## src/rtl/pwrdet_pkg.sv

```systemverilog
`timescale 1ns/1ps
package pwrdet_pkg;

  // Strobes from control to datapath for one request cycle.
  typedef struct packed {
    logic load;    // register a new result
    logic accept;  // snapshot valid: emit clear pattern
  } ctrlStrobe_t;

endpackage

```

## src/rtl/pwrdet_ctrl.sv

```systemverilog
`timescale 1ns/1ps
module pwrdet_ctrl
  import pwrdet_pkg::*;
(
  input  logic        clk,
  input  logic        rstN,
  input  logic        startIn,
  input  logic        allValid,
  output ctrlStrobe_t strobes,
  output logic        outValid,
  output logic        wbStrobe
);

  always_comb begin
    strobes.load   = startIn;
    strobes.accept = startIn && allValid;
  end

  always_ff @(posedge clk or negedge rstN) begin
    if (!rstN) begin
      outValid <= 1'b0;
      wbStrobe <= 1'b0;
    end else begin
      outValid <= strobes.load;
      wbStrobe <= strobes.accept;
    end
  end

endmodule

```

## src/rtl/pwrdet_datapath.sv

```systemverilog
`timescale 1ns/1ps
module pwrdet_datapath
  import pwrdet_pkg::*;
#(
  parameter int                  SAMPLE_W    = 8,
  parameter int                  NUM_SAMPLES = 4,
  parameter logic [SAMPLE_W-1:0] FULL_SCALE  = 8'h7F,
  parameter int                  OFDM_OFFSET = 32,
  parameter int                  OFDM_BITS   = 6,
  parameter int                  BOOST_SUB   = 13
) (
  input  logic                            clk,
  input  logic                            rstN,
  input  logic [SAMPLE_W*NUM_SAMPLES-1:0] wordIn,
  input  logic                            ofdmSel,
  input  logic                            boostEn,
  input  ctrlStrobe_t                     strobes,
  output logic                            allValid,
  output logic [SAMPLE_W-1:0]             avgOut,
  output logic                            invalidOut,
  output logic [SAMPLE_W*NUM_SAMPLES-1:0] wbWord
);

  localparam int WORD_W = SAMPLE_W * NUM_SAMPLES;
  localparam int SHIFT  = $clog2(NUM_SAMPLES);
  localparam int SUM_W  = SAMPLE_W + SHIFT + 1;
  localparam logic [SUM_W-1:0]    ROUND_ADD = SUM_W'(NUM_SAMPLES / 2);
  localparam logic [SAMPLE_W-1:0] OFFSET_V  = SAMPLE_W'(OFDM_OFFSET);
  localparam logic [SAMPLE_W-1:0] BOOST_V   = SAMPLE_W'(BOOST_SUB);

  logic [NUM_SAMPLES-1:0] laneOk;
  logic [SAMPLE_W-1:0]    laneVal [NUM_SAMPLES];

  for (genvar g = 0; g < NUM_SAMPLES; g++) begin : gLane
    logic [SAMPLE_W-1:0] rawByte;
    logic [SAMPLE_W-1:0] shifted;
    always_comb begin
      rawByte    = wordIn[g*SAMPLE_W +: SAMPLE_W];
      shifted    = rawByte + OFFSET_V;
      laneOk[g]  = (rawByte != '0) && (rawByte != FULL_SCALE);
      laneVal[g] = ofdmSel ? SAMPLE_W'(shifted[OFDM_BITS-1:0]) : rawByte;
    end
  end

  logic [SUM_W-1:0]    laneSum;
  logic [SAMPLE_W-1:0] meanVal;
  logic [SAMPLE_W-1:0] finalVal;

  always_comb begin
    laneSum = ROUND_ADD;
    for (int i = 0; i < NUM_SAMPLES; i++) begin
      laneSum = laneSum + SUM_W'(laneVal[i]);
    end
    meanVal  = SAMPLE_W'(laneSum >> SHIFT);
    allValid = &laneOk;
    if (ofdmSel && boostEn) begin
      finalVal = (meanVal >= BOOST_V) ? (meanVal - BOOST_V) : '0;
    end else begin
      finalVal = meanVal;
    end
  end

  always_ff @(posedge clk or negedge rstN) begin
    if (!rstN) begin
      avgOut     <= '0;
      invalidOut <= 1'b0;
      wbWord     <= '0;
    end else if (strobes.load) begin
      invalidOut <= !allValid;
      avgOut     <= allValid ? finalVal : '0;
      wbWord     <= strobes.accept ? {NUM_SAMPLES{FULL_SCALE}} : WORD_W'(0);
    end
  end

endmodule

```

## src/rtl/pwrdet_averager.sv

```systemverilog
`timescale 1ns/1ps
module pwrdet_averager
  import pwrdet_pkg::*;
#(
  parameter int                  SAMPLE_W    = 8,
  parameter int                  NUM_SAMPLES = 4,
  parameter logic [SAMPLE_W-1:0] FULL_SCALE  = 8'h7F,
  parameter int                  OFDM_OFFSET = 32,
  parameter int                  OFDM_BITS   = 6,
  parameter int                  BOOST_SUB   = 13
) (
  input  logic                            clk,
  input  logic                            rstN,
  input  logic                            startIn,
  input  logic [SAMPLE_W*NUM_SAMPLES-1:0] wordIn,
  input  logic                            ofdmSel,
  input  logic                            boostEn,
  output logic                            outValid,
  output logic [SAMPLE_W-1:0]             avgOut,
  output logic                            invalidOut,
  output logic                            wbStrobe,
  output logic [SAMPLE_W*NUM_SAMPLES-1:0] wbWord
);

  ctrlStrobe_t strobes;
  logic        allValid;

  pwrdet_ctrl u_ctrl (
    .clk      (clk),
    .rstN     (rstN),
    .startIn  (startIn),
    .allValid (allValid),
    .strobes  (strobes),
    .outValid (outValid),
    .wbStrobe (wbStrobe)
  );

  pwrdet_datapath #(
    .SAMPLE_W    (SAMPLE_W),
    .NUM_SAMPLES (NUM_SAMPLES),
    .FULL_SCALE  (FULL_SCALE),
    .OFDM_OFFSET (OFDM_OFFSET),
    .OFDM_BITS   (OFDM_BITS),
    .BOOST_SUB   (BOOST_SUB)
  ) u_dp (
    .clk        (clk),
    .rstN       (rstN),
    .wordIn     (wordIn),
    .ofdmSel    (ofdmSel),
    .boostEn    (boostEn),
    .strobes    (strobes),
    .allValid   (allValid),
    .avgOut     (avgOut),
    .invalidOut (invalidOut),
    .wbWord     (wbWord)
  );

endmodule

```

## config.mk

```make
export PLATFORM = sky130hd
export DESIGN_NAME = pwrdet_averager
export DESIGN_NICKNAME = d
export VERILOG_FILES = /design/src/rtl/pwrdet_pkg.sv /design/src/rtl/pwrdet_ctrl.sv /design/src/rtl/pwrdet_datapath.sv /design/src/rtl/pwrdet_averager.sv
export SDC_FILE = /design/constraint.sdc
export NUM_CORES = 1
export LEC_CHECK = 0
export ABC_CLOCK_PERIOD_IN_PS = 3500
export BUFFER_PORTS_ARGS = -buffer_cell sky130_fd_sc_hd__buf_2
export CAP_MARGIN = 10
export CORE_UTILIZATION = 55
export CTS_BUF_LIST = sky130_fd_sc_hd__clkbuf_4 sky130_fd_sc_hd__clkbuf_8
export CTS_CLUSTER_DIAMETER = 80
export CTS_CLUSTER_SIZE = 30
export DETAILED_ROUTE_END_ITERATION = 10
export GPL_ROUTABILITY_DRIVEN = 0
export PLACE_DENSITY = 0.89
export SLEW_MARGIN = 10
export SYNTH_ARGS = -nofsm -noshare
export SYNTH_HDL_FRONTEND = slang
export SYNTH_SLANG_ARGS = --single-unit
```

## constraint.sdc

```tcl
create_clock -name clk -period 3.5 [get_ports clk]
set_clock_uncertainty 0.2 [all_clocks]
set_input_delay 0.525 -clock clk [delete_from_list [all_inputs] [get_ports clk]]
set_output_delay 0.525 -clock clk [all_outputs]
set_load 0.1 [all_outputs]
```

Word level (Yosys, flattened, before mapping)
Index checks and enable logic that the tools add are counted.
Widths: inputs -> output; s select.
Cells by class
  $add $sub $neg: 9
  magnitude comparators: 1
  equal/unequal tests: 4
  mux-type cells: 8
  reduce and logical (&&, ||, !) cells: 12
Operator list (number)
  $mux 8: 7
  $ne 8x7->1 const B: 4
  $reduce_bool 8->1: 4
  $mux 31: 1
  $add 10x8->10: 3
  $add 6x6->6 const B: 4
  $add 2x8->9 const A: 1
  $ge 8x4->1 const B: 1
  $sub 8x4->8 const B: 1
  $logic_and 1x1->1: 6
  $reduce_and 4->1: 1
  $logic_not 1->1: 1
Word-level totals
  register bits after elaboration: 43
  input bits: 37
  output and inout port bits: 43
  word-level logic and storage cells: 39

Longest topological paths before layout
Gate-level depths: netlist (run 1).
  depth after elaboration: 10
  mapped depth: 16
  depth with buffers taken out: 16

Modules after synthesis
A second synthesis (run 1) with hierarchy kept.
Unflattened totals
  cells, all modules: 264
  area total of the unflattened synthesis: 2172.1 sq um
By module, submodules not included
  pwrdet_datapath: instances 1, cells each 260, area an instance 2108.3 sq um, seq. area each 250.2 sq um
  pwrdet_ctrl: instances 1, cells each 4, area an instance 63.8 sq um, seq. area each 50.0 sq um

Least setup slack after synthesis (run 1)
No wires, ideal clock.
  path kind: input -> register
  start: input port wordIn[1]
  end: register u_dp.avgOut[6]
  library setup time: 0.141 ns
  arrival: 4.057 ns
  required time: 3.159 ns
  path slack: -0.898 ns
  cell stages on the path: 13
  buffers on the path: 0
  cells stage by stage: ha_1 -> and3_1 -> xnor2_1 -> fa_1 -> fa_1 -> inv_1 -> ha_1 -> a21o_1 -> a21o_1 -> or3_1 -> a221o_1 -> o41ai_4 -> o32ai_1
On the way
  cells in the longest elaborated chain, start to end: 10
  elaborated cells on any way between the ends: 15
  those cells by class: add/sub (6); order compare (1); eq/ne (1); mux (4); reduce/logical (3)
RTL lines
  start: declaration: RTL line pwrdet_averager.sv:15  | input logic [SAMPLE_W*NUM_SAMPLES-1:0] wordIn,
  $add 6x6->6: RTL line pwrdet_datapath.sv:39  | shifted = rawByte + OFFSET_V;
  $mux 8: RTL line pwrdet_datapath.sv:41  | laneVal[g] = ofdmSel ? SAMPLE_W'(shifted[OFDM_BITS-1:0]) : rawByte;
  $add 2x8->9: RTL line pwrdet_datapath.sv:52  | laneSum = laneSum + SUM_W'(laneVal[i]);
  $add 10x8->10 (3 in a row): RTL line pwrdet_datapath.sv:52
  $sub 8x4->8 or $ge 8x4->1 (tied branches): RTL line pwrdet_datapath.sv:57  | finalVal = (meanVal >= BOOST_V) ? (meanVal - BOOST_V) : '0;
  $mux 8: RTL line pwrdet_datapath.sv:57
  $mux 8: RTL line pwrdet_datapath.sv:56  | if (ofdmSel && boostEn) begin
  $mux 8 *: RTL line pwrdet_datapath.sv:70  | avgOut <= allValid ? finalVal : '0;
  end signal: assignment: RTL line pwrdet_datapath.sv:70
  end: declaration: RTL line pwrdet_datapath.sv:19  | output logic [SAMPLE_W-1:0] avgOut,
Every way passes the cells marked *; elsewhere a longest branch is shown, timed or not.
A chain may end at the register's enable or synchronous reset.

Final worst setup path (run 1)
Ends and elaborated chain as after synthesis.

==> impl_metrics.py, run 1 <==
metrics = {
    "floorplanning": {
        "die-area_mm2": 0.003986,
        "initial_standard_cell_utilization_of_the_core": 0.5927,
        "design.portCount": 80,
        "die_h_um": 63.14,
        "row_count": 21,
        "die-width_um": 63.14,
        "design.core.area_mm2": 0.003468,
    },
    "worst_setup_path": {
        "endpoint_arrival_time_on_the_critical_path_ps": 4130,
        "worst-path-max-fanout": 7,
        "worst_ep_required_time_ps": 3420,
        "critical_path_class": "in -> reg",
        "setup.worst_path.start_class": "input port",
        "critPathCaptureType": "register",
    },
    "power_and_ir_drop": {
        "share_comb_of_total_power": 0.846,
        "net-switching-power_mw": 1.332,
        "finalPower_mw": 2.281,
        "peak_supply_drop_uv": 722.2,
        "cellInternalPower_mw": 0.9487,
        "power_switching_share": 0.5840,
        "power.sequential.fraction": 0.098,
        "leakage_power_nw": 1.438,
        "power.density_mw_per_mm2": 800.5,
        "clkPwrFrac": 0.057,
    },
    "global_route": {
        "via_count_of_the_first_global_routing_pass": 2174,
        "grt.total_usage": 0.3153,
        "grt_pass1_wl_um": 9770,
        "antenna_violations_before_repair": 0,
        "largest_net_degree_at_the_start_of_global_routing": 30,
        "grt_remaining_overflow": 0,
    },
    "logic_synthesis": {
        "synth_cell_types": 51,
        "post_synth.cell_area_avg_um2": 8.637,
        "asyncSetResetFlopFracSynth": 1.000,
        "synth_edf_count": 0,
        "yosysSeqAreaShare": 0.1461,
        "ys_ff_latch": 12,
        "dominantRegCellSynth": "sky130_fd_sc_hd__dfrtp_1",
        "yosysWarnings": 0,
        "syn_inst": 238,
        "post_synth_instance_area_mm2": 0.002056,
    },
    "job": {
        "drv.max_cap_violation_count": 0,
    },
    "clocking": {
        "clk_root_buffer_cell": "sky130_fd_sc_hd__clkbuf_8",
        "worstSkewPairLatency_ps": 250,
        "clockBufferDepth": 2,
        "post-cts-setup-buffers": 0,
        "clkSinkCount": 12,
        "htreeDepth": 1,
        "clk_pin_slew_ps": 50,
        "cts_tree": "yes",
        "clock_buffer_count_from_cts": 3,
    },
    "sta": {
        "tns_ps": -5424,
        "rsz0062_at_grt": "yes",
        "worstMarginPinSlew_ps": 582.4,
        "relSlewSlack": 0.6117,
        "maxClockFrequency_ghz": 0.2379,
        "timing.final.setup_violations": 8,
        "final-max-slew-violation-count": 0,
        "final.period_utilization": 1.201,
        "final_period_minus_worst_setup_slack_ps": 4204,
        "hold_viol": 0,
        "worst_slack_ps": -703.5,
    },
    "route": {
        "drt.antenna.violating_nets": 0,
        "route.detailed.drc": 0,
        "num_vias": 2197,
        "drtIter0Drc": 200,
        "viasPerCell": 5.736,
        "drt_wl_total_um": 6279,
        "drt_pass1_iterations": 4,
        "routed_wire_length_per_instance_um": 16.39,
    },
    "layout": {
        "seqCellArea_um2": 300.3,
        "footprint_of_the_multi_input_gates_mm2": 0.001524,
        "layout-drive-gt1-share": 0.4688,
        "finalNonFillerCells": 383,
        "antenna-diode-count": 0,
        "final_net_count": 403,
        "final_core_utilization": 0.8214,
        "num-fill-cells": 199,
        "area_delta_synth_final_pct": 38.59,
        "final_cell_area_mm2": 0.002849,
    },
    "placement": {
        "place_hpwl_um": 4488,
        "dpl_cell_area_mm2": 0.002720,
        "dp_cells": 379,
        "port_buffers": 75,
    },
    "outcome": {
        "status": "finished, violations left",
        "violations": "setup timing",
    },
    "worst_hold_path": {
        "holdCritPathClass": "in -> reg",
    },
}
stage by stage:
| stage | hold WS, ps | setup WS, ps |
|---|---|---|
| floorplan | 29.41 | -607.3 |
| global placement | 204.2 | -865.0 |
| detailed placement | 209.4 | -937.7 |
| CTS | 237.2 | -650.3 |
| global route | 234.3 | -802.2 |
| finish | 242.8 | -703.5 |
layer usage:
layer	part of all wire	global-route usage
met1	0.37	0.3593
met2	0.49	0.5484
met3	0.072	0.05616
met4	0.075	0.1831
met5	0	0
power groups by stage:
| stage | Sequential [mW] | Clock (mW) | Combinational [mW] |
|---|---|---|---|
| 3_5_place_dp | 0.218 | 0 | 1.84 |
| 2_1_floorplan | 0.565 | 0 | 1.01 |
| 6_report | 0.223 | 0.129 | 1.93 |
| 4_1_cts | 0.219 | 0.129 | 1.85 |
| 3_3_place_gp | 0.217 | 0 | 1.77 |
| 5_1_grt | 0.228 | 0.137 | 2.05 |
final cells by class:
cell class | count | area share
Clock buffer | 3 | 0.01449
Inverter | 36 | 0.04743
Sequential cell | 12 | 0.1054
Multi-Input combinational cell | 160 | 0.5349
Tap cell | 46 | 0.02020
Timing Repair Buffer | 126 | 0.2776
cells in the final DEF, fill, tap and decap left out, drive strengths merged, types with 3 or more instances in the layout:
cell type | netlist | layout
o31ai | 3 | 3
a21o | 4 | 4
nand2 | 11 | 11
dfrtp | 12 | 12
o22ai | 3 | 3
ha | 11 | 11
buf | 31 | 125
a21oi | 9 | 9
nand2b | 4 | 4
nor4 | 6 | 6
o2bb2ai | 6 | 6
conb | 1 | 4
nand3 | 4 | 4
xor2 | 6 | 6
nor3 | 7 | 7
inv | 35 | 35
o21a | 4 | 4
nor2b | 8 | 8
fa | 16 | 16
nand4 | 4 | 4
nor2 | 9 | 9
clkbuf | 2 | 3
o311ai | 3 | 3
and4 | 4 | 4
xnor2 | 11 | 11
cells by family (layout without fill, tap and decap cells):
group,count (synthesis),in the layout,share of synthesized area
DFF,12,12,0.1461
xor gates and xnor gates,17,17,0.07608
and+or+nand+nor,67,67,0.1911
buffers and inverters,69,165,0.1826
muxes,2,2,0.009739
other,1,4,0.001824
adders and majority gates,27,27,0.2228
AOI/OAI and AO/OA,43,43,0.1698
cells in the mapped netlist (all sizes together) (4+ instances only):
cell | n | share of area
and4 | 4 | 0.017
nor3 | 7 | 0.019
a21oi | 9 | 0.022
o2bb2ai | 6 | 0.026
nand3 | 4 | 0.0097
xnor2 | 11 | 0.051
dfrtp | 12 | 0.15
xor2 | 6 | 0.026
fa | 16 | 0.16
nand4 | 4 | 0.012
o21a | 4 | 0.015
nor2 | 9 | 0.016
nand2 | 11 | 0.024
nor2b | 8 | 0.024
nand2b | 4 | 0.012
a21o | 4 | 0.015
buf | 31 | 0.11
nor4 | 6 | 0.021
inv | 35 | 0.064
ha | 11 | 0.067
state kept, by name, summed over array words and instances (netlist names):
register and flops:
u_dp.avgOut 8, u_ctrl.outValid 1, u_ctrl.wbStrobe 1, u_dp.invalidOut 1
u_dp.wbWord 1
path summary, 6_finish.rpt:
path | from | to | slack (ps) | depth (start not counted)
max | wordIn[1] | u_dp.avgOut[6] | -700 | 15
max reg2reg | u_dp.wbWord[29] | u_dp.wbWord[29] | 2330 | 1
min in group asynchronous | rstN | u_dp.invalidOut | 490 | 2
min reg2reg | u_dp.avgOut[2] | u_dp.avgOut[2] | 290 | 1
min | startIn | u_ctrl.outValid | 240 | 1
max in group asynchronous | rstN | u_dp.avgOut[5] | 2390 | 2
worst max-delay path, stage by stage:
cell and delay, ps:
sky130_fd_sc_hd__buf_8 110, sky130_fd_sc_hd__ha_4 160, sky130_fd_sc_hd__and3_4 170, sky130_fd_sc_hd__xnor2_2 130, sky130_fd_sc_hd__fa_1 490, sky130_fd_sc_hd__fa_1 550
sky130_fd_sc_hd__inv_2 60, sky130_fd_sc_hd__ha_4 220, sky130_fd_sc_hd__a21o_1 200, sky130_fd_sc_hd__a21o_1 210, sky130_fd_sc_hd__or3_4 350, sky130_fd_sc_hd__a221o_1 360
sky130_fd_sc_hd__o41ai_4 310, sky130_fd_sc_hd__buf_6 180, sky130_fd_sc_hd__o32ai_1 80
timing repair:
item,CTS,global route
hold endpoints to repair,12,0
endpoints found under the setup margin,8,8
hold buffers,1,0
gates resized for setup,8,8
pin swaps,1,1
No activity file was read; power rests on OpenSTA's default activity.
==> run 2, diff against run 1 <==
--- a/config.mk
+++ b/config.mk
@@ -8,14 +8,17 @@
 export ABC_CLOCK_PERIOD_IN_PS = 3500
 export BUFFER_PORTS_ARGS = -buffer_cell sky130_fd_sc_hd__buf_2
 export CAP_MARGIN = 10
+export CORE_ASPECT_RATIO = 1.25
 export CORE_UTILIZATION = 55
 export CTS_BUF_LIST = sky130_fd_sc_hd__clkbuf_4 sky130_fd_sc_hd__clkbuf_8
 export CTS_CLUSTER_DIAMETER = 80
 export CTS_CLUSTER_SIZE = 30
 export DETAILED_ROUTE_END_ITERATION = 10
 export GPL_ROUTABILITY_DRIVEN = 0
+export GPL_TIMING_DRIVEN = 0
 export PLACE_DENSITY = 0.89
 export SLEW_MARGIN = 10
 export SYNTH_ARGS = -nofsm -noshare
 export SYNTH_HDL_FRONTEND = slang
 export SYNTH_SLANG_ARGS = --single-unit
+export TNS_END_PERCENT = 5
==> impl_metrics.py, run 2 (synthesis results as in run 1) <==
metrics = {
    "worst_setup_path": {
        "worst_ep_required_time_ps": 3420,
        "critPathCaptureType": "register",
        "setup.worst_path.start_class": "input port",
        "worst-path-max-fanout": 7,
        "endpoint_arrival_time_on_the_critical_path_ps": 4040,
        "critical_path_class": "in -> reg",
    },
    "route": {
        "num_vias": 1936,
        "drt_pass1_iterations": 7,
        "viasPerCell": 5.363,
        "drt_wl_total_um": 4558,
        "route.detailed.drc": 14,
        "drt.antenna.violating_nets": 0,
        "drtIter0Drc": 63,
        "routed_wire_length_per_instance_um": 12.63,
    },
    "power_and_ir_drop": {
        "finalPower_mw": 2.011,
        "peak_supply_drop_uv": 279.4,
        "power.sequential.fraction": 0.108,
        "clkPwrFrac": 0.075,
        "power_switching_share": 0.6020,
        "leakage_power_nw": 1.354,
        "net-switching-power_mw": 1.210,
        "power.density_mw_per_mm2": 750.3,
        "share_comb_of_total_power": 0.817,
        "cellInternalPower_mw": 0.8003,
    },
    "sta": {
        "final.period_utilization": 1.175,
        "final_period_minus_worst_setup_slack_ps": 4113,
        "timing.final.setup_violations": 8,
        "maxClockFrequency_ghz": 0.2432,
        "worst_slack_ps": -612.6,
        "rsz0062_at_grt": "yes",
        "hold_viol": 0,
        "relSlewSlack": 0.4823,
        "final-max-slew-violation-count": 0,
        "worstMarginPinSlew_ps": 770.1,
    },
    "layout": {
        "final_core_utilization": 0.7564,
        "most-common-layout-cells": "sky130_fd_sc_hd__buf_2 (74), sky130_fd_sc_hd__buf_4 (34), sky130_fd_sc_hd__inv_1 (33), sky130_fd_sc_hd__fa_1 (15), sky130_fd_sc_hd__dfrtp_1 (12)",
        "largest_register": "u_dp.avgOut",
        "finalNonFillerCells": 361,
        "final_net_count": 387,
        "antenna-diode-count": 0,
        "layout_commonest_cell": "sky130_fd_sc_hd__buf_2",
        "largest_register_ffs": 8,
        "layout-drive-gt1-share": 0.4348,
        "area_delta_synth_final_pct": 30.37,
    },
    "clocking": {
        "clock_buffer_count_from_cts": 3,
        "clk_pin_slew_ps": 50,
        "worstSkewPairLatency_ps": 240,
        "clockBufferDepth": 2,
        "clkSinkCount": 12,
        "htreeDepth": 1,
        "clk_root_buffer_cell": "sky130_fd_sc_hd__clkbuf_8",
        "cts_tree": "yes",
    },
    "outcome": {
        "violations": "DRC, setup timing",
        "status": "finished, violations left",
    },
    "global_route": {
        "grt_remaining_overflow": 0,
        "grt.total_usage": 0.2362,
        "via_count_of_the_first_global_routing_pass": 1823,
        "grt_pass1_wl_um": 7458,
        "antenna_violations_before_repair": 0,
        "largest_net_degree_at_the_start_of_global_routing": 30,
    },
    "floorplanning": {
        "die-width_um": 56.68,
        "die_h_um": 70.36,
        "design.portCount": 80,
        "initial_standard_cell_utilization_of_the_core": 0.5802,
        "design.core.area_mm2": 0.003543,
        "die-area_mm2": 0.003988,
        "row_count": 24,
    },
    "placement": {
        "place_hpwl_um": 3921,
        "port_buffers": 75,
        "dp_cells": 355,
    },
    "worst_hold_path": {
        "holdCritPathClass": "in -> reg",
    },
    "job": {
        "drv.max_cap_violation_count": 0,
    },
}
run 2: final cells by class:
| class | count | area, um2 |
|---|---|---|
| plain buffers | 33 | 241.5 |
| clock buffers | 4 | 55.05 |
| fillers | 290 | 863.3 |
| inverters | 36 | 135.1 |
| multi-input cells | 160 | 1501 |
| flip-flops and latches | 12 | 300.3 |
| well taps | 39 | 48.80 |
| repair buffers | 77 | 397.9 |
run 2: final timing paths:
path	start	to	slack, ps	cells past startpoint
worst max-delay path	wordIn[3]	u_dp.avgOut[2]	-610	15
worst max register to register	u_dp.wbWord[29]	u_dp.wbWord[29]	2200	1
max in group asynchronous	rstN	u_dp.avgOut[5]	2420	2
min in group asynchronous	rstN	u_dp.avgOut[6]	480	2
worst min register to register	u_dp.avgOut[7]	u_dp.avgOut[7]	290	2
worst min-delay path	startIn	u_ctrl.outValid	240	1
run 2: power by group through the flow:
stage / clock (mW) / sequential, mW / combinational [mW]
2_1_floorplan: 0 / 0.565 / 1.01
3_3_place_gp: 0 / 0.218 / 1.58
3_5_place_dp: 0 / 0.220 / 1.62
4_1_cts: 0.153 / 0.219 / 1.64
5_1_grt: 0.160 / 0.224 / 1.75
6_report: 0.151 / 0.218 / 1.64
run 2: timing repair:
action,4_1_cts,5_1_grt
buffers inserted,1,0
setup endpoints to repair,8,8
endpoints found under the hold margin,12,0
pin swaps,4,0
resized for setup,7,1
hold buffers,1,0
run 2: critical path, stage by stage:
cell                        delay, ps
sky130_fd_sc_hd__buf_2            130
sky130_fd_sc_hd__nand3_1          100
sky130_fd_sc_hd__xnor2_1          160
sky130_fd_sc_hd__fa_1             490
sky130_fd_sc_hd__inv_1             60
sky130_fd_sc_hd__fa_1             510
sky130_fd_sc_hd__inv_1             50
sky130_fd_sc_hd__ha_1             390
sky130_fd_sc_hd__and3_4           230
sky130_fd_sc_hd__o21a_1           150
sky130_fd_sc_hd__or3_1            370
sky130_fd_sc_hd__a221o_1          360
sky130_fd_sc_hd__o41ai_4          210
sky130_fd_sc_hd__buf_4            200
sky130_fd_sc_hd__o2bb2ai_1         90
run 2: per-stage QoR:
step           setup TNS [ps]  cell area (um2)  hold WS (ps)  setup slack, ps
5_1_grt                 -6038             2680         238.7           -778.0
6_report                -4702             2680         236.2           -612.6
3_3_place_gp            -7674             2577         202.0           -977.6
2_1_floorplan           -4776             2153         29.41           -607.3
3_5_place_dp            -7935             2577         205.6            -1014
4_1_cts                 -4553             2680         228.7           -579.0
run 2: layer usage:
metal,part of all wire,vias up,global-route usage
li1,-,949,-
met1,0.38,897,0.2406
met2,0.55,81,0.4815
met3,0.042,9,0.01481
met4,0.020,0,0.08889
met5,0,-,0
==> run 3, diff against run 2 <==
--- a/config.mk
+++ b/config.mk
@@ -9,6 +9,7 @@
 export BUFFER_PORTS_ARGS = -buffer_cell sky130_fd_sc_hd__buf_2
 export CAP_MARGIN = 10
 export CORE_ASPECT_RATIO = 1.25
+export CORE_MARGIN = 2
 export CORE_UTILIZATION = 55
 export CTS_BUF_LIST = sky130_fd_sc_hd__clkbuf_4 sky130_fd_sc_hd__clkbuf_8
 export CTS_CLUSTER_DIAMETER = 80
@@ -16,6 +17,7 @@
 export DETAILED_ROUTE_END_ITERATION = 10
 export GPL_ROUTABILITY_DRIVEN = 0
 export GPL_TIMING_DRIVEN = 0
+export HOLD_SLACK_MARGIN = 0.06
 export PLACE_DENSITY = 0.89
 export SLEW_MARGIN = 10
 export SYNTH_ARGS = -nofsm -noshare
==> impl_metrics.py, run 3 (synthesis results as in run 1) <==
metrics = {
    "route": {
        "route.detailed.drc": 8,
        "drt.antenna.violating_nets": 0,
        "drt_pass1_iterations": 7,
        "drt_wl_total_um": 4684,
        "routed_wire_length_per_instance_um": 12.98,
        "num_vias": 1900,
        "drtIter0Drc": 89,
        "viasPerCell": 5.263,
    },
    "worst_setup_path": {
        "critical_path_class": "in -> reg",
        "critPathCaptureType": "register",
        "endpoint_arrival_time_on_the_critical_path_ps": 4080,
        "reg2reg_depth": 1,
        "worst-path-max-fanout": 7,
        "setup.worst_path.start_class": "input port",
        "worst_ep_required_time_ps": 3420,
    },
    "power_and_ir_drop": {
        "cellInternalPower_mw": 0.8091,
        "peak_supply_drop_uv": 286.0,
        "clkPwrFrac": 0.074,
        "power_switching_share": 0.6017,
        "net-switching-power_mw": 1.223,
        "power.density_mw_per_mm2": 755.3,
        "leakage_power_nw": 1.356,
        "share_comb_of_total_power": 0.818,
        "power.sequential.fraction": 0.107,
    },
    "outcome": {
        "violations": "DRC, setup timing",
        "status": "finished, violations left",
    },
    "layout": {
        "most-common-layout-cells": "sky130_fd_sc_hd__buf_2 (74), sky130_fd_sc_hd__inv_1 (33), sky130_fd_sc_hd__buf_4 (33), sky130_fd_sc_hd__fa_1 (15), sky130_fd_sc_hd__dfrtp_1 (12)",
        "layout_commonest_cell": "sky130_fd_sc_hd__buf_2",
        "final_net_count": 387,
        "largest_register_ffs": 8,
        "area_delta_synth_final_pct": 30.86,
        "layout-drive-gt1-share": 0.4410,
        "antenna-diode-count": 0,
        "largest_register": "u_dp.avgOut",
        "final_core_utilization": 0.7592,
        "final_cell_area_mm2": 0.002690,
    },
    "global_route": {
        "grt_remaining_overflow": 0,
        "via_count_of_the_first_global_routing_pass": 1804,
        "grt_pass1_wl_um": 7527,
        "antenna_violations_before_repair": 0,
        "largest_net_degree_at_the_start_of_global_routing": 30,
        "grt.total_usage": 0.2220,
    },
    "sta": {
        "rsz0062_at_grt": "yes",
        "relSlewSlack": 0.4704,
        "timing.final.setup_violations": 8,
        "final.period_utilization": 1.189,
        "final-max-slew-violation-count": 0,
        "maxClockFrequency_ghz": 0.2404,
        "final_period_minus_worst_setup_slack_ps": 4160,
        "worst_slack_ps": -660.2,
        "worstMarginPinSlew_ps": 794.4,
        "hold_viol": 0,
    },
    "worst_hold_path": {
        "hold-path-cell-count": 1,
        "holdCritPathClass": "in -> reg",
    },
    "placement": {
        "place_hpwl_um": 4011,
        "dpl_cell_area_mm2": 0.002577,
        "port_buffers": 75,
        "placement.setup.worst_slack_ps": -1037,
    },
    "floorplanning": {
        "initial_standard_cell_utilization_of_the_core": 0.5802,
        "row_count": 24,
        "die-width_um": 58.68,
        "die-area_mm2": 0.004246,
        "design.portCount": 80,
        "design.core.area_mm2": 0.003543,
        "die_h_um": 72.36,
    },
    "clocking": {
        "clk_root_buffer_cell": "sky130_fd_sc_hd__clkbuf_8",
        "worstSkewPairLatency_ps": 240,
        "clockBufferDepth": 2,
        "clock_buffer_count_from_cts": 3,
        "clkSinkCount": 12,
        "cts_tree": "yes",
        "clk_pin_slew_ps": 50,
        "htreeDepth": 1,
    },
    "job": {
        "drv.max_cap_violation_count": 0,
    },
}
==> run 3: cell types whose count changed in the layout (fill, tap and decap cells not counted) <==
cell,before,now
sky130_fd_sc_hd__o21a_4,0,1
sky130_fd_sc_hd__or3_4,0,1
sky130_fd_sc_hd__buf_4,34,33
sky130_fd_sc_hd__clkbuf_2,0,1
sky130_fd_sc_hd__or3_1,2,1
sky130_fd_sc_hd__o21a_1,4,3
==> run 3: layout make-up <==
class | instances | area, um2
well taps | 39 | 48.80
multi-input cells | 160 | 1514
clock buffers | 4 | 55.05
repair buffers | 77 | 395.4
inverters | 36 | 135.1
fillers | 270 | 853.3
plain buffers | 33 | 241.5
flip-flops and latches | 12 | 300.3
==> run 3: metal layers <==
layer / part of all wire / up-vias / GRT usage
li1: - / 947 / -
met2: 0.54 / 83 / 0.4432
met1: 0.38 / 860 / 0.2393
met5: 0 / - / 0
met4: 0.017 / 0 / 0.06818
met3: 0.063 / 10 / 0.01783
==> run 3: metrics by stage <==
| step | TNS [ps] | std cells | total power, mW | hold slack [ps] |
|---|---|---|---|---|
| 2_1_floorplan | -4776 | 241 | 1.578 | 29.41 |
| 4_1_cts | -4949 | 361 | 2.021 | 237.8 |
| 5_1_grt | -6099 | 361 | 2.162 | 250.4 |
| 3_5_place_dp | -8097 | 355 | 1.841 | 209.9 |
| 6_report | -5105 | 361 | 2.032 | 243.5 |
| 3_3_place_gp | -7694 | 355 | 1.795 | 203.4 |
==> run 3: path summary, 6_finish.rpt <==
check	slack, ps	startpoint	to
max in group asynchronous	2410	rstN	u_dp.invalidOut
setup / recovery	-660	wordIn[1]	u_dp.avgOut[6]
hold reg to reg	280	u_dp.avgOut[2]	u_dp.avgOut[2]
setup reg to reg	2180	u_dp.wbWord[29]	u_dp.wbWord[29]
hold / removal	240	startIn	u_ctrl.outValid
min in group asynchronous	480	rstN	u_dp.avgOut[1]
==> run 3: worst max-delay path, cell delays in order <==
cell,delay (ps)
sky130_fd_sc_hd__buf_4,140
sky130_fd_sc_hd__ha_4,160
sky130_fd_sc_hd__and3_4,170
sky130_fd_sc_hd__xnor2_2,160
sky130_fd_sc_hd__fa_1,460
sky130_fd_sc_hd__fa_1,540
sky130_fd_sc_hd__inv_2,50
sky130_fd_sc_hd__ha_4,240
sky130_fd_sc_hd__a21o_1,210
sky130_fd_sc_hd__a21o_1,230
sky130_fd_sc_hd__or3_4,340
sky130_fd_sc_hd__a221o_1,360
sky130_fd_sc_hd__o41ai_4,210
sky130_fd_sc_hd__buf_4,200
sky130_fd_sc_hd__o32ai_1,90
==> run 3: what timing repair did <==
action,CTS,global route
setup buffers,1,0
setup endpoints to repair,8,8
cloned,0,0
pin swaps,3,0
hold endpoints to repair,12,0
hold buffers,1,0
resized for setup,4,4
==> run 3: power by group through the flow <==
stage                     clock network, mW  registers [mW]  logic [mW]
after floorplan                           0           0.565        1.01
after global placement                    0           0.217        1.58
after detailed placement                  0           0.221        1.62
after CTS                             0.152           0.219        1.65
after global routing                  0.158           0.224        1.78
final                                 0.151           0.218        1.66
